## src/rtl/irqc_pkg.sv

```systemverilog
package irqc_pkg;

  localparam int unsigned NUM_EXC = 5;

  // exception bit positions, also their vector numbers and their order
  localparam int unsigned EXC_OSC_MAIN   = 0;
  localparam int unsigned EXC_OSC_WDOG   = 1;
  localparam int unsigned EXC_BAD_OPCODE = 2;
  localparam int unsigned EXC_TRAP       = 3;
  localparam int unsigned EXC_WDOG_TMO   = 4;

  typedef enum logic [2:0] {
    ADDR_PEND_P = 3'd0,
    ADDR_PEND_E = 3'd1,
    ADDR_ENABLE = 3'd2,
    ADDR_LVL_LO = 3'd3,
    ADDR_LVL_HI = 3'd4,
    ADDR_CTRL   = 3'd5
  } regAddr_e;

  typedef struct packed {
    logic pendPClr;
    logic pendEClr;
    logic enWr;
    logic lvlLoWr;
    logic lvlHiWr;
    logic ctlWr;
    logic ack;
  } ctlStb_t;

  function automatic logic [1:0] levelOf(logic [1:0] code);
    return (code == 2'd0) ? 2'd1 : code;
  endfunction

endpackage

```

## src/rtl/irqc_find_first.sv

```systemverilog
module irqc_find_first #(
  parameter int unsigned W     = 8,
  parameter int unsigned IDX_W = (W > 1) ? $clog2(W) : 1
) (
  input  logic [W-1:0]     req,
  output logic             found,
  output logic [IDX_W-1:0] idx
);

  always_comb begin
    found = |req;
    idx   = '0;
    for (int i = int'(W) - 1; i >= 0; i--) begin
      if (req[i]) idx = IDX_W'(i);
    end
  end

endmodule

```

## src/rtl/irqc_datapath.sv

```systemverilog
module irqc_datapath
  import irqc_pkg::*;
#(
  parameter int unsigned NUM_PERIPH = 8,
  parameter int unsigned REG_W      = 8,
  parameter int unsigned NUM_SRC    = NUM_PERIPH + NUM_EXC,
  parameter int unsigned VEC_W      = $clog2(NUM_SRC)
) (
  input  logic                  clk,
  input  logic                  rstN,
  input  ctlStb_t               stb,
  input  logic [REG_W-1:0]      wrData,
  input  logic [2:0]            regAddr,
  input  logic [VEC_W-1:0]      ackIdx,
  input  logic [NUM_PERIPH-1:0] periphReq,
  input  logic [NUM_EXC-1:0]    excReq,
  output logic [REG_W-1:0]      rdData,
  output logic [NUM_SRC-1:0]    eligible,
  output logic                  winFound,
  output logic [VEC_W-1:0]      winIdx
);

  localparam int unsigned PIDX_W = (NUM_PERIPH > 1) ? $clog2(NUM_PERIPH) : 1;
  localparam int unsigned EIDX_W = $clog2(NUM_EXC);

  logic [NUM_SRC-1:0]    prevReq, pend, setMask, clrMask, ackMask, cand;
  logic [NUM_PERIPH-1:0] enable, lvlLo, lvlHi;
  logic                  globEn, wdogEn;

  // edge capture: each source sets its bit once per rising edge
  assign setMask = {periphReq, excReq} & ~prevReq;
  assign ackMask = stb.ack ? (NUM_SRC'(1) << ackIdx) : '0;

  always_comb begin
    clrMask = '0;
    if (stb.pendEClr) clrMask[NUM_EXC-1:0]       = ~wrData[NUM_EXC-1:0];
    if (stb.pendPClr) clrMask[NUM_SRC-1:NUM_EXC] = ~wrData[NUM_PERIPH-1:0];
  end

  always_ff @(posedge clk or negedge rstN) begin
    if (!rstN) begin
      prevReq <= '0;
      pend    <= '0;
      enable  <= '0;
      lvlLo   <= '0;
      lvlHi   <= '0;
      globEn  <= 1'b0;
      wdogEn  <= 1'b0;
    end else begin
      prevReq <= {periphReq, excReq};
      pend    <= (pend & ~clrMask & ~ackMask) | setMask;  // set has precedence
      if (stb.enWr)    enable <= wrData[NUM_PERIPH-1:0];
      if (stb.lvlLoWr) lvlLo  <= wrData[NUM_PERIPH-1:0];
      if (stb.lvlHiWr) lvlHi  <= wrData[NUM_PERIPH-1:0];
      if (stb.ctlWr) begin
        globEn <= wrData[0];
        wdogEn <= wrData[1];
      end
    end
  end

  // eligibility: four exceptions bypass all masks
  always_comb begin
    eligible = '0;
    eligible[EXC_WDOG_TMO-1:0]     = pend[EXC_WDOG_TMO-1:0];
    eligible[EXC_WDOG_TMO]         = pend[EXC_WDOG_TMO] & globEn & wdogEn;
    eligible[NUM_SRC-1:NUM_EXC]    = pend[NUM_SRC-1:NUM_EXC] & enable & {NUM_PERIPH{globEn}};
  end

  // the source being acknowledged is excluded so the next winner is ready
  assign cand = eligible & ~ackMask;

  logic              excFound;
  logic [EIDX_W-1:0] excIdx;

  irqc_find_first #(.W(NUM_EXC)) u_excPick (
    .req  (cand[NUM_EXC-1:0]),
    .found(excFound),
    .idx  (excIdx)
  );

  logic [2:0][NUM_PERIPH-1:0] lvlMask;
  logic [2:0]                 lvlFound;
  logic [2:0][PIDX_W-1:0]     lvlIdx;

  for (genvar g = 0; g < 3; g++) begin : g_level
    for (genvar i = 0; i < NUM_PERIPH; i++) begin : g_src
      assign lvlMask[g][i] = cand[NUM_EXC+i] &&
                             (levelOf({lvlHi[i], lvlLo[i]}) == 2'(g + 1));
    end
    irqc_find_first #(.W(NUM_PERIPH)) u_lvlPick (
      .req  (lvlMask[g]),
      .found(lvlFound[g]),
      .idx  (lvlIdx[g])
    );
  end

  always_comb begin
    winFound = 1'b1;
    winIdx   = '0;
    if (excFound)         winIdx = VEC_W'(excIdx);
    else if (lvlFound[2]) winIdx = VEC_W'(NUM_EXC) + VEC_W'(lvlIdx[2]);
    else if (lvlFound[1]) winIdx = VEC_W'(NUM_EXC) + VEC_W'(lvlIdx[1]);
    else if (lvlFound[0]) winIdx = VEC_W'(NUM_EXC) + VEC_W'(lvlIdx[0]);
    else                  winFound = 1'b0;
  end

  always_comb begin
    rdData = '0;
    case (regAddr)
      ADDR_PEND_P: rdData = REG_W'(pend[NUM_SRC-1:NUM_EXC]);
      ADDR_PEND_E: rdData = REG_W'(pend[NUM_EXC-1:0]);
      ADDR_ENABLE: rdData = REG_W'(enable);
      ADDR_LVL_LO: rdData = REG_W'(lvlLo);
      ADDR_LVL_HI: rdData = REG_W'(lvlHi);
      ADDR_CTRL:   rdData = REG_W'({wdogEn, globEn});
      default:     rdData = '0;
    endcase
  end

  // ---- checks ----
  logic [(1<<VEC_W)-1:0] winOneHot;
  assign winOneHot = (1 << VEC_W)'(1) << winIdx;

  p_exc_first_r7: assert property (@(posedge clk) disable iff (!rstN)
    (|cand[NUM_EXC-1:0]) |-> (winFound && winIdx < VEC_W'(NUM_EXC)));

  p_level_order_r1: assert property (@(posedge clk) disable iff (!rstN)
    (!(|cand[NUM_EXC-1:0]) && (|lvlMask[2])) |->
      ((winOneHot[NUM_SRC-1:NUM_EXC] & lvlMask[2]) != '0));

  p_nmi_found_r7: assert property (@(posedge clk) disable iff (!rstN)
    (|(pend[EXC_WDOG_TMO-1:0] & ~ackMask[EXC_WDOG_TMO-1:0])) |-> winFound);

  p_set_wins_r9: assert property (@(posedge clk) disable iff (!rstN)
    (setMask != '0) |=> ((pend & $past(setMask)) == $past(setMask)));

  p_ack_clear_r4: assert property (@(posedge clk) disable iff (!rstN)
    (stb.ack && ((ackMask & setMask) == '0)) |=> ((pend & $past(ackMask)) == '0));

endmodule

```

## src/rtl/irqc_control.sv

```systemverilog
module irqc_control
  import irqc_pkg::*;
#(
  parameter int unsigned NUM_SRC = 13,
  parameter int unsigned VEC_W   = $clog2(NUM_SRC)
) (
  input  logic               clk,
  input  logic               rstN,
  input  logic [2:0]         regAddr,
  input  logic               regWrEn,
  input  logic               ackIn,
  input  logic [NUM_SRC-1:0] eligible,
  input  logic               winFound,
  input  logic [VEC_W-1:0]   winIdx,
  output ctlStb_t            stb,
  output logic [VEC_W-1:0]   ackIdx,
  output logic               irqOut,
  output logic [VEC_W-1:0]   vecOut
);

  logic [VEC_W-1:0]        vecReg;
  logic                    vecValid;
  logic [(1<<VEC_W)-1:0]   eligPad;
  logic                    curLive;

  assign eligPad = (1 << VEC_W)'(eligible);
  assign curLive = vecValid && eligPad[vecReg];

  always_comb begin
    stb          = '0;
    stb.pendPClr = regWrEn && (regAddr == ADDR_PEND_P);
    stb.pendEClr = regWrEn && (regAddr == ADDR_PEND_E);
    stb.enWr     = regWrEn && (regAddr == ADDR_ENABLE);
    stb.lvlLoWr  = regWrEn && (regAddr == ADDR_LVL_LO);
    stb.lvlHiWr  = regWrEn && (regAddr == ADDR_LVL_HI);
    stb.ctlWr    = regWrEn && (regAddr == ADDR_CTRL);
    stb.ack      = ackIn && curLive;
  end

  // hold the presented vector until it is served or withdrawn
  always_ff @(posedge clk or negedge rstN) begin
    if (!rstN) begin
      vecReg   <= '0;
      vecValid <= 1'b0;
    end else if (stb.ack || !curLive) begin
      if (winFound) vecReg <= winIdx;
      vecValid <= winFound;
    end
  end

  assign ackIdx = vecReg;
  assign irqOut = curLive;
  assign vecOut = vecReg;

  // ---- checks ----
  p_vec_hold_r10: assert property (@(posedge clk) disable iff (!rstN)
    (irqOut && !ackIn) |=> (!irqOut || $stable(vecOut)));

  p_vec_range_r2: assert property (@(posedge clk) disable iff (!rstN)
    irqOut |-> (vecOut < VEC_W'(NUM_SRC)));

endmodule

```

## src/rtl/irqc_top.sv

```systemverilog
module irqc_top
  import irqc_pkg::*;
#(
  parameter int unsigned NUM_PERIPH = 8,
  parameter int unsigned REG_W      = 8,
  localparam int unsigned NUM_SRC   = NUM_PERIPH + NUM_EXC,
  localparam int unsigned VEC_W     = $clog2(NUM_SRC)
) (
  input  logic                  clk,
  input  logic                  rstN,
  input  logic [2:0]            regAddr,
  input  logic                  regWrEn,
  input  logic [REG_W-1:0]      regWrData,
  output logic [REG_W-1:0]      regRdData,
  input  logic [NUM_PERIPH-1:0] periphReq,
  input  logic [NUM_EXC-1:0]    excReq,
  input  logic                  ackIn,
  output logic                  irqOut,
  output logic [VEC_W-1:0]      vecOut
);

  ctlStb_t            stb;
  logic [VEC_W-1:0]   ackIdx;
  logic [NUM_SRC-1:0] eligible;
  logic               winFound;
  logic [VEC_W-1:0]   winIdx;

  irqc_control #(.NUM_SRC(NUM_SRC), .VEC_W(VEC_W)) u_ctl (
    .clk     (clk),
    .rstN    (rstN),
    .regAddr (regAddr),
    .regWrEn (regWrEn),
    .ackIn   (ackIn),
    .eligible(eligible),
    .winFound(winFound),
    .winIdx  (winIdx),
    .stb     (stb),
    .ackIdx  (ackIdx),
    .irqOut  (irqOut),
    .vecOut  (vecOut)
  );

  irqc_datapath #(
    .NUM_PERIPH(NUM_PERIPH), .REG_W(REG_W), .NUM_SRC(NUM_SRC), .VEC_W(VEC_W)
  ) u_dp (
    .clk      (clk),
    .rstN     (rstN),
    .stb      (stb),
    .wrData   (regWrData),
    .regAddr  (regAddr),
    .ackIdx   (ackIdx),
    .periphReq(periphReq),
    .excReq   (excReq),
    .rdData   (regRdData),
    .eligible (eligible),
    .winFound (winFound),
    .winIdx   (winIdx)
  );

endmodule

```

## config.mk

```make
export PLATFORM = sky130hd
export DESIGN_NAME = irqc_top
export DESIGN_NICKNAME = d
export VERILOG_FILES = /design/src/rtl/irqc_pkg.sv /design/src/rtl/irqc_find_first.sv /design/src/rtl/irqc_datapath.sv /design/src/rtl/irqc_control.sv /design/src/rtl/irqc_top.sv
export SDC_FILE = /design/constraint.sdc
export NUM_CORES = 1
export LEC_CHECK = 0
export CORE_ASPECT_RATIO = 1.5
export CORE_MARGIN = 8
export CORE_UTILIZATION = 48
export DETAILED_ROUTE_END_ITERATION = 10
export PLACE_DENSITY = 0.79
export RECOVER_POWER = 25
export SKIP_CTS_REPAIR_TIMING = 1
export SYNTH_ARGS = -nofsm -noshare
export SYNTH_HDL_FRONTEND = slang
export SYNTH_SLANG_ARGS = --single-unit
export TNS_END_PERCENT = 1
```

## constraint.sdc

```tcl
create_clock -name clk -period 5.3 [get_ports clk]
set_input_delay 1.06 -clock clk [delete_from_list [all_inputs] [get_ports clk]]
set_output_delay 1.06 -clock clk [all_outputs]
set_load 0.03 [all_outputs]
```

==> results of run 1 <==
-- sequential cells by signal, summed over array words and instances, names as in the netlist, 4 cells and up --
signal / cells
u_dp.lvlHi: 8
u_dp.lvlLo: 8
u_dp.prevReq: 13
u_ctl.ackIdx: 4
u_dp.enable: 8
u_dp.pend: 13
-- how the worst max path moves through the flow --
stage               cells past startpoint           end  slack (ns)
detailed placement                      5  regRdData[2]        0.82
global route                            5  regRdData[2]        0.67
finish                                  5  regRdData[2]        0.75
global placement                        5  regRdData[2]        0.86
floorplan                               4  regRdData[0]        1.81
CTS                                     5  regRdData[2]        0.80
-- power by group through the flow --
| stage | logic [mW] | registers, mW | clock network [mW] |
|---|---|---|---|
| 2_1_floorplan | 0.493 | 0.586 | 0 |
| 3_3_place_gp | 0.632 | 0.642 | 0 |
| 3_5_place_dp | 0.644 | 0.645 | 0 |
| 4_1_cts | 0.650 | 0.640 | 0.519 |
| 5_1_grt | 0.710 | 0.657 | 0.534 |
| 6_report | 0.652 | 0.649 | 0.511 |
-- synthesized netlist by cell type, types with 3 or more instances --
cell type	instances
sky130_fd_sc_hd__dfrtp_1	57
sky130_fd_sc_hd__nand2_1	30
sky130_fd_sc_hd__o21ai_0	29
sky130_fd_sc_hd__mux2_2	28
sky130_fd_sc_hd__nor2_1	27
sky130_fd_sc_hd__inv_1	18
sky130_fd_sc_hd__nand3_1	16
sky130_fd_sc_hd__o22ai_1	13
sky130_fd_sc_hd__a21oi_1	10
sky130_fd_sc_hd__clkbuf_1	10
sky130_fd_sc_hd__a22oi_1	9
sky130_fd_sc_hd__and3_1	9
sky130_fd_sc_hd__nor2b_1	9
sky130_fd_sc_hd__mux2i_1	7
sky130_fd_sc_hd__o221ai_1	7
sky130_fd_sc_hd__a31oi_1	6
sky130_fd_sc_hd__a211oi_1	5
sky130_fd_sc_hd__a21boi_0	5
sky130_fd_sc_hd__and4b_1	5
sky130_fd_sc_hd__nand2b_1	5
sky130_fd_sc_hd__o211ai_1	5
sky130_fd_sc_hd__a211o_1	4
sky130_fd_sc_hd__and2_1	4
sky130_fd_sc_hd__nand4b_1	4
sky130_fd_sc_hd__o21a_1	4
sky130_fd_sc_hd__or2_2	4
sky130_fd_sc_hd__ha_1	3
sky130_fd_sc_hd__nand4_1	3
sky130_fd_sc_hd__nor3_1	3
sky130_fd_sc_hd__nor4_1	3
sky130_fd_sc_hd__or3_1	3
-- metrics by stage --
step | instances | total power [mW] | worst slack, ns
final | 535 | 1.81 | 0.749
after global routing | 535 | 1.90 | 0.669
after CTS | 535 | 1.81 | 0.799
after detailed placement | 520 | 1.29 | 0.819
after global placement | 520 | 1.27 | 0.864
after floorplan | 392 | 1.08 | 1.81
-- cells by family (layout without fill, tap and decap cells) --
family	after synthesis	after routing	synth area share [%]
compound gates	120	120	23.1
buf+inv	34	75	4.14
flops	57	57	38.7
simple gates	140	140	21.1
fa+ha+maj	3	3	1.02
mux	38	38	12.1
-- critical path: stages --
cell,delay (ns)
sky130_fd_sc_hd__clkdlybuf4s50_1,0.80
sky130_fd_sc_hd__nor2b_1,0.55
sky130_fd_sc_hd__a21oi_1,0.13
sky130_fd_sc_hd__o21ai_0,0.23
sky130_fd_sc_hd__clkdlybuf4s50_1,0.72
-- routing by layer --
layer	track usage, %	up-vias
li1	-	1572
met1	22.9	1624
met2	35.7	189
met3	3.39	43
met4	16.2	0
met5	0	-
-- layout make-up --
type                       instances  area (sq um)  area share (%)
clock buffer                      10           229            5.20
tap                              102           128            2.90
multi-input combinational        301          2110            48.0
sequential                        57          1430            32.4
clock inverter                     5          33.8           0.767
timing repair buffer              42           407            9.24
inverter                          18          67.6            1.53
==> PnR_summary.wiki, run 1 <==
{| class="wikitable"
! Metric !! Value
|-
| Antenna violations before repair || 0
|-
| Leakage power total || 1.78 nW
|-
| CP arrival || 3.49 ns
|-
| Worst setup EP type || output port
|-
| Clock tree root driver cell || sky130_fd_sc_hd__clkbuf_16
|-
| End-of-flow core utilization || 58.2%
|-
| Top cells by area in the synthesized netlist || sky130_fd_sc_hd__dfrtp_1 39%, sky130_fd_sc_hd__mux2_2 8.5%, sky130_fd_sc_hd__o21ai_0 3.9%
|-
| Logic gate share of total power || 36.0%
|-
| Sw frac || 38.5%
|-
| Post-synthesis instance area || 0.00369 sq mm
|-
| Number of buffers on the longest clock path || 2
|-
| Count of different cell masters after synthesis || 63
|-
| Worst skew pair latency || 0.33 ns
|-
| Share of final-layout standard cells stronger than drive strength 1 || 14.1%
|-
| Pins Over Slew Limit || 58
|-
| Setup violations, final || 0
|-
| Length in cells of the worst reg-to-reg path || 12
|-
| Sequential share of power || 35.8%
|-
| Vias per std cell || 6.41
|-
| Maximum number of pins on one net before global-route repair || 58
|-
| Portion of the post-synthesis area used by sequential elements || 38.7%
|-
| Data required time at the worst endpoint || 4.24 ns
|-
| Type of element launching the critical path || input pin
|-
| Net Switching || 699 uW
|-
| Yosys warning count || 0
|-
| TritonCTS buffer count || 9
|-
| Number of enable flip-flop cells after synthesis || 0
|-
| Row count || 39
|-
| Detailed-routing iteration count for the pre-antenna-repair pass || 6
|-
| Number of antenna diodes || 0
|-
| Hold Slack || 0.414 ns
|-
| Transition time of the tightest slew-check pin || 2.96 ns
|-
| Total Nets Final || 460
|-
| Classification of the worst-slack hold path || reg -> reg
|-
| Overall die width || 87.6 um
|-
| Crit path from || regAddr[2]
|-
| Most common cell after layout, fill and taps aside || sky130_fd_sc_hd__dfrtp_1
|-
| Async set or reset register ratio after synthesis || 100%
|-
| Met3 Routed Length || 768 um
|-
| Wire length of the first global-routing pass || 17200 um
|-
| TritonCTS clock tree || built
|-
| Clock power share || 28.2%
|-
| Post-Synthesis Mean Instance Area || 9.41 sq um
|-
| P&R area growth vs syn || 19.3%
|-
| Source of the worst register-to-register timing path || u_ctl.ackIdx[1]
|-
| Total negative setup slack || 0 ns
|-
| Worst vdd ir || 0.000289 V
|-
| Boundary pin count || 41
|-
| Number of synthesized register bits || 57
|-
| Worst hold path startpoint || u_dp.prevReq[8]
|-
| Min cycle time layout || 4.55 ns
|-
| Worst-case clock skew || 0.00295 ns
|-
| Number of H-tree levels || 3
|-
| Top library cells by usage in the layout, fill and taps aside || 57 x sky130_fd_sc_hd__dfrtp_1, 30 x sky130_fd_sc_hd__nand2_1, 29 x sky130_fd_sc_hd__o21ai_0, 28 x sky130_fd_sc_hd__mux2_2, 27 x sky130_fd_sc_hd__nor2_1
|-
| Die extent in y || 123 um
|-
| Register-to-register setup slack || 1.70 ns
|-
| Pint || 1.11 mW
|-
| Classification of the worst setup path || in -> out
|-
| Top layer used by detailed routing || met4
|-
| Global Route Usage Sum || 21.0%
|-
| Final non-filler cell area || 0.00440 sq mm
|-
| Clock transition at the registers of the reported paths || 0.05 ns
|-
| Pwr per Cell Area || 412 mW/mm^2
|-
| Met1 routed wirelength after detailed routing || 4030 um
|-
| Routed wire length on met2 || 5500 um
|-
| Max capacitance violation total || 1
|-
| Fmax || 220 MHz
|-
| Die Area || 0.0108 sq mm
|-
| Final Hold Viols || 0
|-
| Cell depth of the worst min-delay path || 1
|-
| Total grt overflow || 0
|-
| RSZ-0062 raised after global routing || no
|-
| Peak fanout along the critical path || 20
|-
| Vias in the first global route || 3454
|-
| Post-route DRC || 0
|-
| Relative max-transition margin || -97.2%
|-
| Min-Delay Endpoint || u_dp.pend[8]
|-
| Area after DPL || 0.00414 sq mm
|-
| Failing checks || max-capacitance violations, max-slew violations
|-
| Area inside the core boundary || 0.00756 sq mm
|-
| Fraction of synthesized cell area taken by the top area cell type || 38.7%
|-
| Final cycle utilization of the critical path || 85.9%
|-
| Dominant cell type by area after synthesis || sky130_fd_sc_hd__dfrtp_1
|-
| Detailed-route wire length || 10800 um
|-
| Fill count || 665
|-
| Effective utilization at floorplan || 48.8%
|-
| Net count of the mapped netlist || 423
|-
| Number of nets still failing antenna checks after routing || 0
|-
| Synthesized netlist cell count || 392
|-
| Capturing point of the worst reg2reg path || u_ctl.ackIdx[2]
|-
| Result of the run || finished, violations left
|-
| Drt wl/cell || 20.2 um
|-
| Placer congestion estimate || 1.01
|-
| Buffers on Ports || 40
|-
| HPWL after DPL || 8120 um
|-
| Prevailing post-synth register cell || sky130_fd_sc_hd__dfrtp_1
|-
| Vias after detailed routing || 3428
|-
| Num Clock Sinks || 57
|-
| Violation count after the first detailed-routing iteration || 323
|}
No activity file was read; power rests on OpenSTA's default activity.
==> inputs of run 2 (changes only) <==
- CTS_CLUSTER_DIAMETER: unset -> 40
- GPL_ROUTABILITY_DRIVEN: unset -> 0
==> PnR_summary.wiki, run 2 (synthesis results as in run 1) <==
{| class="wikitable"
! Metric !! Value
|-
| Number of H-tree levels || 3 (unchanged)
|-
| Relative max-transition margin || -101% (-3.8 points)
|-
| TritonCTS clock tree || built
|-
| Vias per std cell || 6.56 (+2.4%)
|-
| Detailed-routing iteration count for the pre-antenna-repair pass || 5 (-1)
|-
| Storage element area || 0.00143 sq mm (unchanged)
|-
| Cells along the critical path || clkdlybuf4s50_1 > nor2_1 > a22oi_1 > o22ai_1 > clkdlybuf4s50_1
|-
| Source of the worst register-to-register timing path || u_ctl.ackIdx[1]
|-
| Detailed-route wire length || 10800 um (about the same)
|-
| Result of the run || finished, violations left
|-
| Capturing point of the worst reg2reg path || u_ctl.ackIdx[2]
|-
| Area inside the core boundary || 0.00756 sq mm (unchanged)
|-
| Crit path from || regAddr[1]
|-
| Met3 global-route usage || 5.39% (+2.0 points)
|-
| Top library cells by usage in the layout, fill and taps aside || 57 x sky130_fd_sc_hd__dfrtp_1, 30 x sky130_fd_sc_hd__nand2_1, 29 x sky130_fd_sc_hd__o21ai_0, 28 x sky130_fd_sc_hd__mux2_2, 27 x sky130_fd_sc_hd__nor2_1
|-
| Effective utilization at floorplan || 48.8% (unchanged)
|-
| Final Hold Viols || 0 (unchanged)
|-
| Global Route Usage Sum || 21.5% (+0.43 points)
|-
| Vias after detailed routing || 3511 (+2.4%)
|-
| Min-Delay Endpoint || u_dp.pend[8]
|-
| Met2 Track Usage GR || 34.4% (-1.2 points)
|-
| Registers with the most flip-flops || u_dp.pend: 13 flops, u_dp.prevReq: 13 flops
|-
| Maximum number of pins on one net before global-route repair || 58 (unchanged)
|-
| Buffers on Ports || 40 (unchanged)
|-
| Length in cells of the worst reg-to-reg path || 12 (unchanged)
|-
| RSZ-0062 raised after global routing || no
|-
| Pins Over Slew Limit || 58 (unchanged)
|-
| Slowest stage cell, crit path || sky130_fd_sc_hd__clkdlybuf4s50_1
|-
| Number of nets still failing antenna checks after routing || 0 (unchanged)
|-
| HPWL after DPL || 8130 um (about the same)
|-
| Peak fanout along the critical path || 15 (-25%)
|-
| Drt wl/cell || 20.2 um (about the same)
|-
| Die extent in y || 123 um (unchanged)
|-
| Worst-case clock skew || 0.00462 ns (+0.00167 ns)
|-
| Min cycle time layout || 4.59 ns (+0.0380 ns)
|-
| Classification of the worst-slack hold path || reg -> reg
|-
| Overall die width || 87.6 um (unchanged)
|-
| P&R area growth vs syn || 20.6%
|-
| Worst hold path startpoint || u_dp.prevReq[8]
|-
| Fmax || 218 MHz (-0.83%)
|-
| Classification of the worst setup path || in -> out
|-
| Worst vdd ir || 0.000372 V (+29%)
|-
| Grt peak-use layer || met2
|-
| Register-to-register setup slack || 1.66 ns (-0.04 ns)
|-
| Data required time at the worst endpoint || 4.24 ns (about the same)
|-
| Worst setup EP type || output port
|-
| CP arrival || 3.53 ns (+0.04 ns)
|-
| Fill count || 648 (-2.6%)
|-
| Post-route non-filler standard cell count || 535 (unchanged)
|-
| Clock tree root driver cell || sky130_fd_sc_hd__clkbuf_16
|-
| Violation count after the first detailed-routing iteration || 348 (+7.7%)
|-
| Total Nets Final || 461 (+0.22%)
|-
| Num Clock Sinks || 57 (unchanged)
|-
| Pwr per Cell Area || 423 mW/mm^2 (+2.8%)
|-
| Setup violations, final || 0 (unchanged)
|-
| Number of buffers on the longest clock path || 2 (unchanged)
|-
| Final cycle utilization of the critical path || 86.6% (+0.72 points)
|-
| Most common cell type on the critical path || sky130_fd_sc_hd__clkdlybuf4s50_1
|-
| Most common cell after layout, fill and taps aside || sky130_fd_sc_hd__dfrtp_1
|-
| Row count || 39 (unchanged)
|-
| Die Area || 0.0108 sq mm (unchanged)
|-
| Multi-input gate area || 0.00211 sq mm (unchanged)
|-
| Cell depth of the worst min-delay path || 1 (unchanged)
|-
| Setup slack of the critical path after layout || 0.711 ns (-0.0380 ns)
|-
| Failing checks || max-capacitance violations, max-slew violations
|-
| Met1 Usage GRT || 23.1% (+0.20 points)
|-
| Delay of the slowest critical-path stage || 0.72 ns (-0.08 ns)
|-
| Number of antenna diodes || 0 (unchanged)
|-
| Type of element launching the critical path || input pin
|-
| End-of-flow core utilization || 58.8% (+0.65 points)
|-
| Boundary pin count || 41 (unchanged)
|-
| Antenna violations before repair || 0 (unchanged)
|-
| TritonCTS buffer count || 9 (unchanged)
|-
| Worst skew pair latency || 0.33 ns (about the same)
|-
| Post-route DRC || 0 (unchanged)
|-
| Minimum setup slack after placement || 0.797 ns (-0.0213 ns)
|-
| Max capacitance violation total || 1 (unchanged)
|-
| Clock transition at the registers of the reported paths || 0.05 ns (about the same)
|-
| Transition time of the tightest slew-check pin || 3.01 ns (+0.0563 ns)
|-
| Wire length of the first global-routing pass || 17600 um (+2.3%)
|-
| Share of final-layout standard cells stronger than drive strength 1 || 14.3% (+0.23 points)
|-
| Final total power || 1.88 mW (+3.9%)
|-
| Total negative setup slack || 0 ns (unchanged)
|-
| Placed Cells || 521 (+0.19%)
|-
| Leakage power total || 1.81 nW (+1.5%)
|-
| Vias in the first global route || 3511 (+1.7%)
|-
| Total grt overflow || 0 (unchanged)
|}
## run 2: cell count changes in the layout (fill, tap and decap cells not counted), sizes merged
cell,before,now
buf,2,3
bufinv,0,1
clkbuf,11,13
clkinv,3,0
clkinvlp,2,1
## run 2: worst max-delay path by stage
stage                               to  cells after the start
after CTS                 regRdData[1]                      5
final                     regRdData[1]                      5
after global routing      regRdData[1]                      5
after global placement    regRdData[1]                      5
after floorplan           regRdData[0]                      4
after detailed placement  regRdData[7]                      5
## run 2: critical path, delay by kind of cell
family | cells | cell delay (ns)
buf+inv | 2 | 1.42
simple gates | 1 | 0.64
compound gates | 2 | 0.40
## run 2: per-layer routing
| metal | vias up | part of all wire [%] |
|---|---|---|
| li1 | 1581 | - |
| met1 | 1669 | 37 |
| met2 | 209 | 50 |
| met3 | 52 | 6.4 |
| met4 | 0 | 6.3 |
| met5 | - | 0 |
## run 2: power breakdown
part           switching [mW]  internal [mW]
logic                   0.360          0.295
clock network           0.189          0.396
registers               0.135          0.508
total                   0.684           1.20
## run 2: per-stage QoR
step,hold slack [ns],instance area [sq um]
final,0.417,4450
after floorplan,0.400,3690
after CTS,0.423,4450
after detailed placement,0.416,4150
after global placement,0.403,4150
after global routing,0.428,4450
## run 2: cell type report
class | count | area share, %
Tap cell | 102 | 2.87
Sequential cell | 57 | 32.0
Timing Repair Buffer | 43 | 9.31
Multi-Input combinational cell | 301 | 47.4
Clock inverter | 2 | 0.843
Clock buffer | 12 | 5.99
Inverter | 18 | 1.52
